### config.mk
export PLATFORM = sky130hd
export DESIGN_NAME = nv_cmd_ctrl
export DESIGN_NICKNAME = d
export VERILOG_FILES = /design/src/rtl/nv_cmd_pkg.sv /design/src/rtl/nv_seq_detect.sv /design/src/rtl/nv_op_fsm.sv /design/src/rtl/nv_cmd_ctrl.sv
export SDC_FILE = /design/constraint.sdc
export NUM_CORES = 1
export LEC_CHECK = 0
export BUFFER_PORTS_ARGS = -buffer_cell sky130_fd_sc_hd__clkbuf_2
export CAP_MARGIN = 5
export CORE_ASPECT_RATIO = 1.5
export CORE_MARGIN = 1.5
export CORE_UTILIZATION = 40
export CTS_CLUSTER_DIAMETER = 100
export CTS_CLUSTER_SIZE = 8
export DETAILED_ROUTE_END_ITERATION = 10
export PLACE_DENSITY = 0.71
export SYNTH_ARGS = -nofsm -noshare
export SYNTH_HDL_FRONTEND = slang
export SYNTH_HIERARCHICAL = 1
export SYNTH_SLANG_ARGS = --single-unit
### constraint.sdc
create_clock -name clk -period 2.87 [get_ports clk]
set_input_delay 0.1435 -clock clk [delete_from_list [all_inputs] [get_ports clk]]
set_output_delay 0.1435 -clock clk [all_outputs]
set_load 0.05 [all_outputs]
### src/rtl/nv_cmd_pkg.sv
package nv_cmd_pkg;
  localparam int unsigned CMP_W   = 16;
  localparam int unsigned SEQ_LEN = 6;
  localparam int unsigned NUM_CMD = 4;
  localparam int unsigned IDX_W   = $clog2(SEQ_LEN);

  typedef enum logic [1:0] {
    CMD_STORE   = 2'd0,
    CMD_RECALL  = 2'd1,
    CMD_INH_ON  = 2'd2,
    CMD_INH_OFF = 2'd3
  } nv_cmd_e;

  typedef enum logic [2:0] {
    ST_IDLE   = 3'd0,
    ST_HWDLY  = 3'd1,
    ST_STORE  = 3'd2,
    ST_WAITHI = 3'd3,
    ST_PWROFF = 3'd4,
    ST_CLEAR  = 3'd5,
    ST_LOAD   = 3'd6
  } nv_st_e;

  function automatic logic [CMP_W-1:0] prefix_addr(input logic [IDX_W-1:0] i);
    case (i)
      3'd0:    return 16'h4E38;
      3'd1:    return 16'hB1C7;
      3'd2:    return 16'h83E0;
      3'd3:    return 16'h7C1F;
      default: return 16'h703F;
    endcase
  endfunction

  function automatic logic [CMP_W-1:0] code_addr(input logic [1:0] c);
    case (c)
      2'd0:    return 16'h8FC0;
      2'd1:    return 16'h4C63;
      2'd2:    return 16'h8B45;
      default: return 16'h4B46;
    endcase
  endfunction
endpackage

### src/rtl/nv_seq_detect.sv
module nv_seq_detect
  import nv_cmd_pkg::*;
(
  input  logic             clk,
  input  logic             rst_n,
  input  logic             en,
  input  logic [CMP_W-1:0] addr,
  input  logic             ce_n,
  input  logic             we_n,
  output logic             cmd_vld,
  output nv_cmd_e          cmd
);
  localparam logic [IDX_W-1:0] LAST = IDX_W'(SEQ_LEN - 1);

  logic             ce_q;
  logic [IDX_W-1:0] idx_q;
  logic             rd_start, wr_seen, pre_hit, first_hit, code_hit;
  nv_cmd_e          code_sel;

  always_comb begin
    rd_start  = en && !ce_n && we_n && ce_q;
    wr_seen   = en && !ce_n && !we_n;
    pre_hit   = (addr == prefix_addr(idx_q));
    first_hit = (addr == prefix_addr('0));
    code_hit  = 1'b0;
    code_sel  = CMD_STORE;
    for (int k = 0; k < NUM_CMD; k++) begin
      if (addr == code_addr(2'(k))) begin
        code_hit = 1'b1;
        code_sel = nv_cmd_e'(k);
      end
    end
  end

  always_ff @(posedge clk or negedge rst_n) begin
    if (!rst_n) begin
      ce_q    <= 1'b1;
      idx_q   <= '0;
      cmd_vld <= 1'b0;
      cmd     <= CMD_STORE;
    end else begin
      ce_q    <= ce_n;
      cmd_vld <= 1'b0;
      if (!en || wr_seen) begin
        idx_q <= '0;
      end else if (rd_start) begin
        if (idx_q == LAST && code_hit) begin
          cmd_vld <= 1'b1;
          cmd     <= code_sel;
          idx_q   <= '0;
        end else if (idx_q != LAST && pre_hit) begin
          idx_q <= idx_q + 1'b1;
        end else begin
          idx_q <= first_hit ? IDX_W'(1) : '0;
        end
      end
    end
  end

  // a command needs a fresh access start, so it never repeats back to back
  AST_CMD_SINGLE: assert property (@(posedge clk) disable iff (!rst_n)
    cmd_vld |=> !cmd_vld);
endmodule

### src/rtl/nv_op_fsm.sv
module nv_op_fsm
  import nv_cmd_pkg::*;
#(
  parameter int unsigned STORE_CYC    = 40,
  parameter int unsigned RECALL_CYC   = 20,
  parameter int unsigned RESTORE_CYC  = 30,
  parameter int unsigned HW_DELAY_CYC = 10,
  parameter bit          INHIBIT_INIT = 1'b0
) (
  input  logic    clk,
  input  logic    rst_n,
  input  logic    power_good,
  input  logic    busy_line_n,
  input  logic    cmd_vld,
  input  nv_cmd_e cmd,
  input  logic    wr_done,
  output nv_st_e  st,
  output logic    busy_pull,
  output logic    arr_store,
  output logic    arr_clear,
  output logic    arr_load,
  output logic    auto_inhibit
);
  localparam int unsigned M1   = (STORE_CYC > RECALL_CYC) ? STORE_CYC : RECALL_CYC;
  localparam int unsigned M2   = (RESTORE_CYC > HW_DELAY_CYC) ? RESTORE_CYC : HW_DELAY_CYC;
  localparam int unsigned MAXC = (M1 > M2) ? M1 : M2;
  localparam int unsigned CNT_W = $clog2(MAXC + 1);

  nv_st_e           st_q;
  logic [CNT_W-1:0] cnt_q;
  logic             dirty_q, inhibit_q, restore_q, dirty_nx;

  assign dirty_nx = dirty_q | wr_done;

  always_ff @(posedge clk or negedge rst_n) begin
    if (!rst_n) begin
      st_q      <= ST_PWROFF;
      cnt_q     <= '0;
      dirty_q   <= 1'b0;
      inhibit_q <= INHIBIT_INIT;
      restore_q <= 1'b1;
    end else begin
      if (wr_done) dirty_q <= 1'b1;
      case (st_q)
        ST_IDLE: begin
          if (!power_good) begin
            if (dirty_q && !inhibit_q) begin
              st_q  <= ST_STORE;
              cnt_q <= CNT_W'(STORE_CYC - 1);
            end else begin
              st_q <= ST_PWROFF;
            end
          end else if (!busy_line_n) begin
            st_q  <= ST_HWDLY;
            cnt_q <= CNT_W'(HW_DELAY_CYC - 1);
          end else if (cmd_vld) begin
            case (cmd)
              CMD_STORE: begin
                st_q  <= ST_STORE;
                cnt_q <= CNT_W'(STORE_CYC - 1);
              end
              CMD_RECALL: begin
                st_q      <= ST_CLEAR;
                restore_q <= 1'b0;
              end
              CMD_INH_ON:  inhibit_q <= 1'b1;
              default:     inhibit_q <= 1'b0;
            endcase
          end
        end
        ST_HWDLY: begin
          if (cnt_q == '0) begin
            if (dirty_nx) begin
              st_q  <= ST_STORE;
              cnt_q <= CNT_W'(STORE_CYC - 1);
            end else begin
              st_q <= ST_WAITHI;
            end
          end else begin
            cnt_q <= cnt_q - 1'b1;
          end
        end
        ST_STORE: begin
          if (cnt_q == '0) begin
            dirty_q <= 1'b0;
            st_q    <= power_good ? ST_WAITHI : ST_PWROFF;
          end else begin
            cnt_q <= cnt_q - 1'b1;
          end
        end
        ST_WAITHI: begin
          if (!power_good)     st_q <= ST_PWROFF;
          else if (busy_line_n) st_q <= ST_IDLE;
        end
        ST_PWROFF: begin
          if (power_good) begin
            st_q      <= ST_CLEAR;
            restore_q <= 1'b1;
          end
        end
        ST_CLEAR: begin
          st_q  <= ST_LOAD;
          cnt_q <= restore_q ? CNT_W'(RESTORE_CYC - 1) : CNT_W'(RECALL_CYC - 1);
        end
        ST_LOAD: begin
          if (cnt_q == '0) begin
            dirty_q <= 1'b0;
            st_q    <= ST_IDLE;
          end else begin
            cnt_q <= cnt_q - 1'b1;
          end
        end
        default: st_q <= ST_IDLE;
      endcase
    end
  end

  assign st           = st_q;
  assign busy_pull    = (st_q == ST_STORE);
  assign arr_store    = (st_q == ST_STORE);
  assign arr_clear    = (st_q == ST_CLEAR);
  assign arr_load     = (st_q == ST_LOAD);
  assign auto_inhibit = inhibit_q;

  AST_CLEAR_THEN_LOAD: assert property (@(posedge clk) disable iff (!rst_n)
    $rose(arr_load) |-> $past(arr_clear));

  AST_PF_STORE_GATED: assert property (@(posedge clk) disable iff (!rst_n)
    (st_q == ST_STORE && $past(st_q) == ST_IDLE && !$past(power_good))
      |-> $past(dirty_q && !inhibit_q));

  AST_INHIBIT_HELD: assert property (@(posedge clk) disable iff (!rst_n)
    !power_good |=> $stable(inhibit_q));
endmodule

### src/rtl/nv_cmd_ctrl.sv
module nv_cmd_ctrl
  import nv_cmd_pkg::*;
#(
  parameter int unsigned STORE_CYC    = 40,
  parameter int unsigned RECALL_CYC   = 20,
  parameter int unsigned RESTORE_CYC  = 30,
  parameter int unsigned HW_DELAY_CYC = 10,
  parameter bit          INHIBIT_INIT = 1'b0
) (
  input  logic             clk,
  input  logic             rst_n,
  input  logic [CMP_W-1:0] bus_addr,
  input  logic             ce_n,
  input  logic             oe_n,
  input  logic             we_n,
  input  logic             power_good,
  input  logic             busy_line_n,
  output logic             busy_pull,
  output logic             ram_en,
  output logic             ram_wr_en,
  output logic             dq_oe,
  output logic             arr_store,
  output logic             arr_clear,
  output logic             arr_load,
  output logic             auto_inhibit
);
  nv_st_e  st;
  logic    cmd_vld, wr_ok_q, acc_wr;
  nv_cmd_e cmd;

  nv_seq_detect u_det (
    .clk     (clk),
    .rst_n   (rst_n),
    .en      (st == ST_IDLE),
    .addr    (bus_addr),
    .ce_n    (ce_n),
    .we_n    (we_n),
    .cmd_vld (cmd_vld),
    .cmd     (cmd)
  );

  nv_op_fsm #(
    .STORE_CYC    (STORE_CYC),
    .RECALL_CYC   (RECALL_CYC),
    .RESTORE_CYC  (RESTORE_CYC),
    .HW_DELAY_CYC (HW_DELAY_CYC),
    .INHIBIT_INIT (INHIBIT_INIT)
  ) u_fsm (
    .clk          (clk),
    .rst_n        (rst_n),
    .power_good   (power_good),
    .busy_line_n  (busy_line_n),
    .cmd_vld      (cmd_vld),
    .cmd          (cmd),
    .wr_done      (ram_wr_en),
    .st           (st),
    .busy_pull    (busy_pull),
    .arr_store    (arr_store),
    .arr_clear    (arr_clear),
    .arr_load     (arr_load),
    .auto_inhibit (auto_inhibit)
  );

  assign acc_wr    = !ce_n && !we_n;
  assign ram_en    = power_good && (st == ST_IDLE || st == ST_HWDLY);
  // a write survives a busy request only if it was already accepted
  assign ram_wr_en = ram_en && acc_wr && (busy_line_n || wr_ok_q);
  assign dq_oe     = ram_en && !ce_n && !oe_n && we_n;

  always_ff @(posedge clk or negedge rst_n) begin
    if (!rst_n) wr_ok_q <= 1'b0;
    else        wr_ok_q <= ram_wr_en;
  end

  AST_NO_NEW_WRITE: assert property (@(posedge clk) disable iff (!rst_n)
    (ram_wr_en && !$past(ram_wr_en)) |-> busy_line_n);

  AST_OP_NO_DRIVE: assert property (@(posedge clk) disable iff (!rst_n)
    (arr_store || arr_clear || arr_load) |-> (!dq_oe && !ram_wr_en));

  AST_PWR_NO_WRITE: assert property (@(posedge clk) disable iff (!rst_n)
    !power_good |-> !ram_wr_en);
endmodule

# == Word-level counts from Yosys, hierarchy flattened ==
# Cells that the tools add are included.
# op_classes
reduce_logical,36
n_mux,50
n_bitwise,3
n_lt_le_gt_ge,0
shifts,0
addsub,2
n_mul,0
n_div,0
n_eq_ne,34
# op_table
cell,count
16-bit one-hot mux with 4 select lines,1
16-bit by 15-bit equality test with 1-bit output (second input constant),3
6-bit two-way mux,8
3-bit two-way mux,15
16-bit equality test (second input constant),2
6-bit one-hot mux with 4 select lines,1
3-bit one-hot mux with 7 select lines,1
1-bit two-way mux,18
16-bit equality test,1
1-bit logical AND,14
3-bit by 2-bit equality test with 1-bit output (second input constant),4
3-bit equality test (second input constant),4
6-bit AND reduction,2
2-bit != test (second input constant),5
2-bit by 1-bit != test with 1-bit output (second input constant),4
7-bit AND reduction,1
3-bit by 1-bit equality test with 1-bit output (second input constant),2
3-bit zero test,2
6-bit zero test,1
3-bit by 2-bit != test with 1-bit output (second input constant),2
3-bit != test (second input constant),2
3-bit one-hot mux with 2 select lines,1
6-bit by 1-bit subtractor with 6-bit output (second input constant),1
1-bit zero test,5
other kinds (18),25
# totals
latchBits,0
mem_bits_rw,0
n_memories,0
elab_cells,135
reg_bits,20
mem_bits_ro,0

# == Logic depth before layout (Yosys ltp) ==
# Gate-level depths: netlist of run 1.
# depth
depth_word,9
ltp_mapped,9

# == By module ==
# Netlist of run 1, hierarchy kept.
# by_module_without_submodules
module,cells_each,area_each_um2,instances,seq_area_each_um2
nv_op_fsm,116,1001.0,1,302.8
nv_seq_detect,85,738.2,1,176.4
nv_cmd_ctrl,7,73.8,1,25.0

# == Worst setup path after synthesis of run 1 ==
# Ideal clock, no wire load.
# synth_path
path_kind,register to register
start,register u_fsm.st_q[1] (netlist: u_fsm/st[1])
end,register u_fsm.cnt_q[2]
stages_incl_launch_ff,7
setup_slack_ps,300
arrival_ps,2449
path_buffers,0
period_less_slack_ps,2570
cell_sequence,dfrtp_1 or4b_1 nor3_2 nor2_1 nand3_1 o2111ai_1 a22o_1
# synth_between
elab_chain_cells,8
# synth_lines
element,line,text
"start, declared",nv_op_fsm.sv:29,nv_st_e st_q;
"start signal, assigned",nv_op_fsm.sv:86,st_q <= power_good ? ST_WAITHI : ST_PWROFF;
3-bit by 1-bit equality test with 1-bit output / 3-bit zero test (equally long branches),nv_cmd_ctrl.sv:65,assign ram_en = power_good && (st == ST_IDLE || st == ST_HWDLY);
1-bit logical OR (*),nv_cmd_ctrl.sv:65,
1-bit logical AND (*),nv_cmd_ctrl.sv:65,
1-bit logical AND (*) (2 in a row),nv_cmd_ctrl.sv:67,assign ram_wr_en = ram_en && acc_wr && (busy_line_n || wr_ok_q);
named net ram_wr_en,nv_cmd_ctrl.sv:20,"output logic ram_wr_en,"
1-bit OR (*),nv_op_fsm.sv:33,assign dirty_nx = dirty_q | wr_done;
3-bit by 2-bit != test with 1-bit output (no source line) (*),--,
6-bit AND reduction (no source line) (*),--,
"end signal, assigned",nv_op_fsm.sv:49,cnt_q <= CNT_W'(STORE_CYC - 1);
"end signal, assigned",nv_op_fsm.sv:55,cnt_q <= CNT_W'(HW_DELAY_CYC - 1);
"end signal, assigned",nv_op_fsm.sv:60,cnt_q <= CNT_W'(STORE_CYC - 1);
"end, declared",nv_op_fsm.sv:30,logic [CNT_W-1:0] cnt_q;
# Mark *: on every way through the listed nets, which the timed path passes. The rest lies on a longest branch.
# A chain may end at the register's enable or synchronous reset.

# == Worst setup path in the final report of run 1 ==
# layout_path
start,input port ce_n
end,register u_fsm.st_q[0] (netlist: u_fsm/st[0])
# layout_between
elab_chain_cells,8
# layout_lines
element,line,text
"start, declared",nv_cmd_ctrl.sv:13,"input logic ce_n,"
1-bit zero test,nv_cmd_ctrl.sv:64,assign acc_wr = !ce_n && !we_n;
1-bit logical AND,nv_cmd_ctrl.sv:64,
1-bit logical AND (2 in a row),nv_cmd_ctrl.sv:67,
1-bit OR,nv_op_fsm.sv:33,
1-bit two-way mux,nv_op_fsm.sv:73,if (dirty_nx) begin
3-bit two-way mux,nv_op_fsm.sv:72,if (cnt_q == '0) begin
3-bit one-hot mux with 7 select lines,nv_op_fsm.sv:44,case (st_q)
# No other way between the ends. The select of a mux whose other input is x is not followed.

==> run metrics, run 1 <==
register-to-register path setup slack=0.53 ns; max frequency=0.4246 GHz; minimum setup slack in the final design=0.5146 ns; drt first-iter violations=100; number of global-route vias before repair=about 1700; Netlist cell types=70; antenna violations before repair=0; fraction of final layout cells sized beyond drive strength 1=25.21%; result of the run=complete, no violations; data arrival time of the critical path=2.50 ns; ant diodes=0; core area=4282 sq um; clock sink total=20; number of buffer cells added on primary ports=30; crit-path max FO=4; average detailed-routed wire length per instance=~16 um; number of storage elements in the synthesis netlist=20; most area-consuming cells after synthesis=sky130_fd_sc_hd__dfrtp_1 23%, sky130_fd_sc_hd__dfstp_2 4.3%, sky130_fd_sc_hd__ha_1 4.1%; clock edge transition at the registers on the reported setup and hold paths=0.07 ns; clock tree from TritonCTS=built; synthesized area per cell=8.716 sq um; post-route DRC violation count=0; Ports=31; setup repair after global routing missed its margin=no; most common library cell in the layout ignoring fill and taps=sky130_fd_sc_hd__clkbuf_2; Critical Setup Path Class=in -> reg; CTS Root Buffer Type=sky130_fd_sc_hd__clkbuf_8; Final Hold Violating Endpoints=0; DPL Wire Length=between 3000 and 4000 um; worst-skew pair later-pin latency=0.25 ns; number of setup violations in the final report=0; number of placed instances with taps included=278; total negative setup slack=0 ns; CTS H-tree depth=1; slew at the pin closest to its max-slew limit=between 0.6 and 0.7 ns; worst setup slack after placement=0.5711 ns; antenna-violating nets left=0; post-route fraction of the period consumed by the critical path=82.07%; fin. max-slew vios=0; Post-Syn Nets=237; EDFF count, synth=0; Initial Utilization=42.34%; largest area contributor in the synthesized netlist=sky130_fd_sc_hd__dfrtp_1; first-pass iteration count of the detailed router=6; mapped cell area=1813 sq um; area share of the largest cell type after synthesis=23.46%; commonest non-fill, non-tap cells in the layout=30 x sky130_fd_sc_hd__clkbuf_2, 17 x sky130_fd_sc_hd__dfrtp_1, 15 x sky130_fd_sc_hd__nor2_1; wire length of the first global-routing pass=just under 8000 um; routed wire length=4618 um; layout overhead on the synthesized area=12.22%; maximum clock path buffer count=2; y dimension of the die=85.46 um; Routability Congestion=0.9235; leakage component of the power=0.8567 nW; commonest register cell after synthesis=sky130_fd_sc_hd__dfrtp_1; fill cell count=approximately 440; endpoint class of the critical path=register; clock buffers created by TritonCTS=3; All-Layer GR Usage=between 10% and 20%; Via Count=1793; required time of the critical path=around 3 ns; Site Rows=29; total gr overflow=0; number of cells produced by synthesis=between 200 and 250; smallest hold slack=0.1583 ns; Final Skew=0.002159 ns; Post-CTS Setup Bufs=0; Power per Cell Area=roughly 770 nW/um^2; final worst path period need=2.355 ns; asr flop ratio synth=between 90% and 100%; Tot Pwr=0.001568 W; count of synthesis-stage warnings from yosys=6; non-filler cells in the finished layout=284; Slew headroom=54.33%; maximum vdd drop=239.6 uV; portion of the post-synthesis area used by sequential elements=27.81%; number of nets in the layout=268; Worst Hold Class=in -> reg; Die X=57.97 um; via density per instance=about 6.3; maximum number of pins on one net before global-route repair=24; area of the die=4954 sq um; number of max-capacitance violations reported=0; critical path launch point type=input port
-- final timing paths --
kind	cells past startpoint	startpoint	end
worst max-delay path	8	ce_n	u_fsm/st[0]
worst min-delay path	2	we_n	wr_ok_q
worst max register to register	7	u_fsm/cnt_q[0]	u_fsm/st[2]
worst min register to register	1	u_fsm/cnt_q[0]	u_fsm/cnt_q[0]
max in group asynchronous	2	rst_n	u_det/ce_q
min in group asynchronous	2	rst_n	u_fsm/st[0]
-- critical path, cell delays in order --
cell	delay (ns)
sky130_fd_sc_hd__dlygate4sd3_1	0.53
sky130_fd_sc_hd__clkbuf_2	0.13
sky130_fd_sc_hd__or4b_1	0.57
sky130_fd_sc_hd__nor3_2	0.34
sky130_fd_sc_hd__nor2_1	0.14
sky130_fd_sc_hd__a22oi_1	0.25
sky130_fd_sc_hd__o22ai_1	0.11
sky130_fd_sc_hd__mux2_4	0.27
-- stage by stage --
stage	utilization, %	instance area [sq um]
after floorplan	-	1813
after global placement	46.00	1969
after detailed placement	46.00	1969
after CTS	47.28	2024
after global routing	47.52	2034
final	47.52	2034
-- layer usage --
| metal | global-route usage (%) | share of wire [%] | vias to the layer above | routed length [um] |
|---|---|---|---|---|
| met2 | 35.85 | 53 | 61 | 2446 |
| met1 | 22.34 | 41 | 853 | 1874 |
| met5 | 0 | 0 | - | 0 |
| met4 | 8.034 | 2.4 | 0 | 110 |
| li1 | - | - | 870 | - |
| met3 | 1.829 | 4.0 | 9 | 186 |
-- cell families after synthesis --
logic type | count (synthesis) | synth area share [%]
AND/OR/NAND/NOR | 93 | 32.57
AO/OA/AOI/OAI | 62 | 24.91
buffers and inverters | 21 | 6.349
flip-flops | 20 | 27.81
multiplexers | 6 | 4.210
adder cells (fa/ha/maj) | 6 | 4.141
-- layout make-up --
class                   instances  area (sq um)  area share (%)
well taps                      46         57.56           2.829
clock buffers                   4         45.04           2.214
repair buffers                 34         185.2           9.102
multi-input cells             167          1194           58.67
flip-flops and latches         20         504.2           24.78
inverters                      13         48.80           2.399
-- synthesized netlist by cell type (4+ instances only) --
master                     number
sky130_fd_sc_hd__nor2_1        15
sky130_fd_sc_hd__inv_1         13
sky130_fd_sc_hd__nand3_1        4
sky130_fd_sc_hd__nor3_1         9
sky130_fd_sc_hd__nand4_1        5
sky130_fd_sc_hd__nand2b_1       4
sky130_fd_sc_hd__a22o_1         4
sky130_fd_sc_hd__a21oi_1       10
sky130_fd_sc_hd__ha_1           6
sky130_fd_sc_hd__nor2b_1        4
sky130_fd_sc_hd__nand2_1       14
sky130_fd_sc_hd__o31ai_1        4
sky130_fd_sc_hd__o21ai_0        7
sky130_fd_sc_hd__dfrtp_1       17
sky130_fd_sc_hd__o22ai_1        5
sky130_fd_sc_hd__a31oi_1        4
-- registers in the layout, indices dropped and copies added, names as in the netlist --
register and flops:
u_fsm/cnt_q 6, wr_ok_q 1, u_det/cmd_vld 1, u_fsm/dirty_q 1, u_det/ce_q 1, u_det/idx_q 3
u_det/cmd 2, u_fsm/restore_q 1, u_fsm/auto_inhibit 1, u_fsm/st 3
-- timing repair --
action / 4_1_cts / 5_1_grt
endpoints found under the hold margin: 17 / 1
resized for setup: 0 / 0
hold buffers: 1 / 1
-- where the power goes --
| part | internal [W] | leakage (nW) | total [W] | switching, W |
|---|---|---|---|---|
| logic | 0.000374 | 0.589 | 0.000931 | 0.000557 |
| registers | 0.000365 | 0.245 | 0.000445 | 0.0000801 |
| clock network | 0.0000986 | 0.0228 | 0.000191 | 0.0000927 |
No activity file was read; power rests on OpenSTA's default activity.
==> run 2: changes to the inputs <==
==> constraint.sdc (replaced) <==
create_clock -name clk -period 2.45 [get_ports clk]
set_input_delay 0.1225 -clock clk [delete_from_list [all_inputs] [get_ports clk]]
set_output_delay 0.1225 -clock clk [all_outputs]
set_load 0.05 [all_outputs]
==> run metrics, run 2 (synthesized netlist as in run 1, its figures left out) <==
result of the run=complete, no violations; Slew headroom=50.47%; ant diodes=0; slew at the pin closest to its max-slew limit=roughly 0.74 ns; CTS H-tree depth=1; required time of the critical path=2.59 ns; average detailed-routed wire length per instance=about 16 um; Routability Congestion=slightly below 0.9; critical path launch point type=register; wire length of the first global-routing pass=7886 um; Tot Pwr=0.001960 W; worst-skew pair later-pin latency=~0.26 ns; Final Hold Violating Endpoints=0; drt first-iter violations=47; clock sink total=20; hold buffer count at CTS=2; max frequency=0.4397 GHz; number of setup violations in the final report=0; number of max-capacitance violations reported=0; post-cts sizing count=0; Worst Hold Class=in -> reg; All-Layer GR Usage=20.06%; y dimension of the die=85.46 um; via density per instance=6.239; Post-CTS Setup Bufs=0; routed wire length=4751 um; endpoint class of the critical path=register; Ports=31; area of the die=slightly below 5000 sq um; Power per Cell Area=931.3 nW/um^2; fill cell count=429; Top reg by flops=u_fsm/cnt_q; Site Rows=29; antenna violations before repair=0; maximum vdd drop=roughly 230 uV; post-route fraction of the period consumed by the critical path=roughly 93%; most common library cell in the layout ignoring fill and taps=sky130_fd_sc_hd__clkbuf_2; fin. max-slew vios=0; leakage component of the power=approximately 0.9 nW; CTS Root Buffer Type=sky130_fd_sc_hd__clkbuf_8; first-pass iteration count of the detailed router=7; maximum number of pins on one net before global-route repair=24; core area=4282 sq um; smallest hold slack=about 0.11 ns; Via Count=1803; number of nets in the layout=273; Initial Utilization=between 40% and 50%; data arrival time of the critical path=2.42 ns; number of buffer cells added on primary ports=30; clock tree from TritonCTS=built; number of placed instances with taps included=283; maximum clock path buffer count=2; total gr overflow=0; post-route DRC violation count=0; number of global-route vias before repair=~1800; Critical Setup Path Class=reg -> reg; fraction of final layout cells sized beyond drive strength 1=around 27%; crit-path max FO=7; final worst path period need=approximately 2.3 ns; setup repair after global routing missed its margin=no; total negative setup slack=0 ns; non-filler cells in the finished layout=between 200 and 300; clock edge transition at the registers on the reported setup and hold paths=0.08 ns; number of flip-flops in the largest register=6; layout overhead on the synthesized area=16.08%; Final Skew=0.007413 ns; clock buffers created by TritonCTS=3; antenna-violating nets left=0; commonest non-fill, non-tap cells in the layout=30 x sky130_fd_sc_hd__clkbuf_2, 17 x sky130_fd_sc_hd__dfrtp_1, 15 x sky130_fd_sc_hd__nor2_1; DPL Wire Length=3675 um; Die X=between 50 and 60 um
==> run 2: metrics by stage <==
step	setup slack (ns)	util, %	area [sq um]
final	0.1757	49.15	2105
after global routing	0.07496	49.15	2105
after CTS	0.1870	49.15	2105
after detailed placement	0.2160	47.02	2013
after global placement	0.2681	47.02	2013
after floorplan	0.09990	-	1819
==> run 2: critical path: stages (launching register included) <==
cell	delay, ns
sky130_fd_sc_hd__dfrtp_1	0.40
sky130_fd_sc_hd__inv_1	0.06
sky130_fd_sc_hd__ha_1	0.17
sky130_fd_sc_hd__or4b_4	0.51
sky130_fd_sc_hd__nor2_4	0.19
sky130_fd_sc_hd__o22ai_2	0.10
sky130_fd_sc_hd__or3_4	0.42
sky130_fd_sc_hd__mux2_4	0.31
==> run 2: area by class of cell <==
| cell class | count | area (sq um) | share of cell area, % |
|---|---|---|---|
| Tap cell | 46 | 57.56 | 2.735 |
| Inverter | 13 | 48.80 | 2.319 |
| Clock inverter | 1 | 30.03 | 1.427 |
| Sequential cell | 20 | 504.2 | 23.96 |
| Multi-Input combinational cell | 167 | 1200 | 57.02 |
| Timing Repair Buffer | 39 | 222.7 | 10.58 |
| Clock buffer | 3 | 41.29 | 1.962 |
==> run 2: path summary, 6_finish.rpt <==
kind / slack, ns / cells past startpoint / endpoint / from
setup / recovery: 0.18 / 7 / u_fsm/st[0] / u_fsm/cnt_q[0]
hold / removal: 0.11 / 2 / wr_ok_q / we_n
setup reg to reg: 0.18 / 7 / u_fsm/st[0] / u_fsm/cnt_q[0]
hold reg to reg: 0.52 / 1 / u_fsm/cnt_q[0] / u_fsm/cnt_q[0]
max in group asynchronous: 1.73 / 2 / u_det/ce_q / rst_n
min in group asynchronous: 0.36 / 2 / u_fsm/cnt_q[2] / rst_n
==> run 2: where the power goes <==
part	internal, W	total, W	switching (W)
combinational	0.000451	0.00111	0.000657
sequential	0.000428	0.000522	0.0000944
clock	0.000218	0.000330	0.000112
==> run 2: routing by layer <==
layer,global-route usage [%],share of wire [%]
met2,38.02,56
met5,0,0
met4,9.302,1.9
met3,2.896,4.4
met1,20.79,38
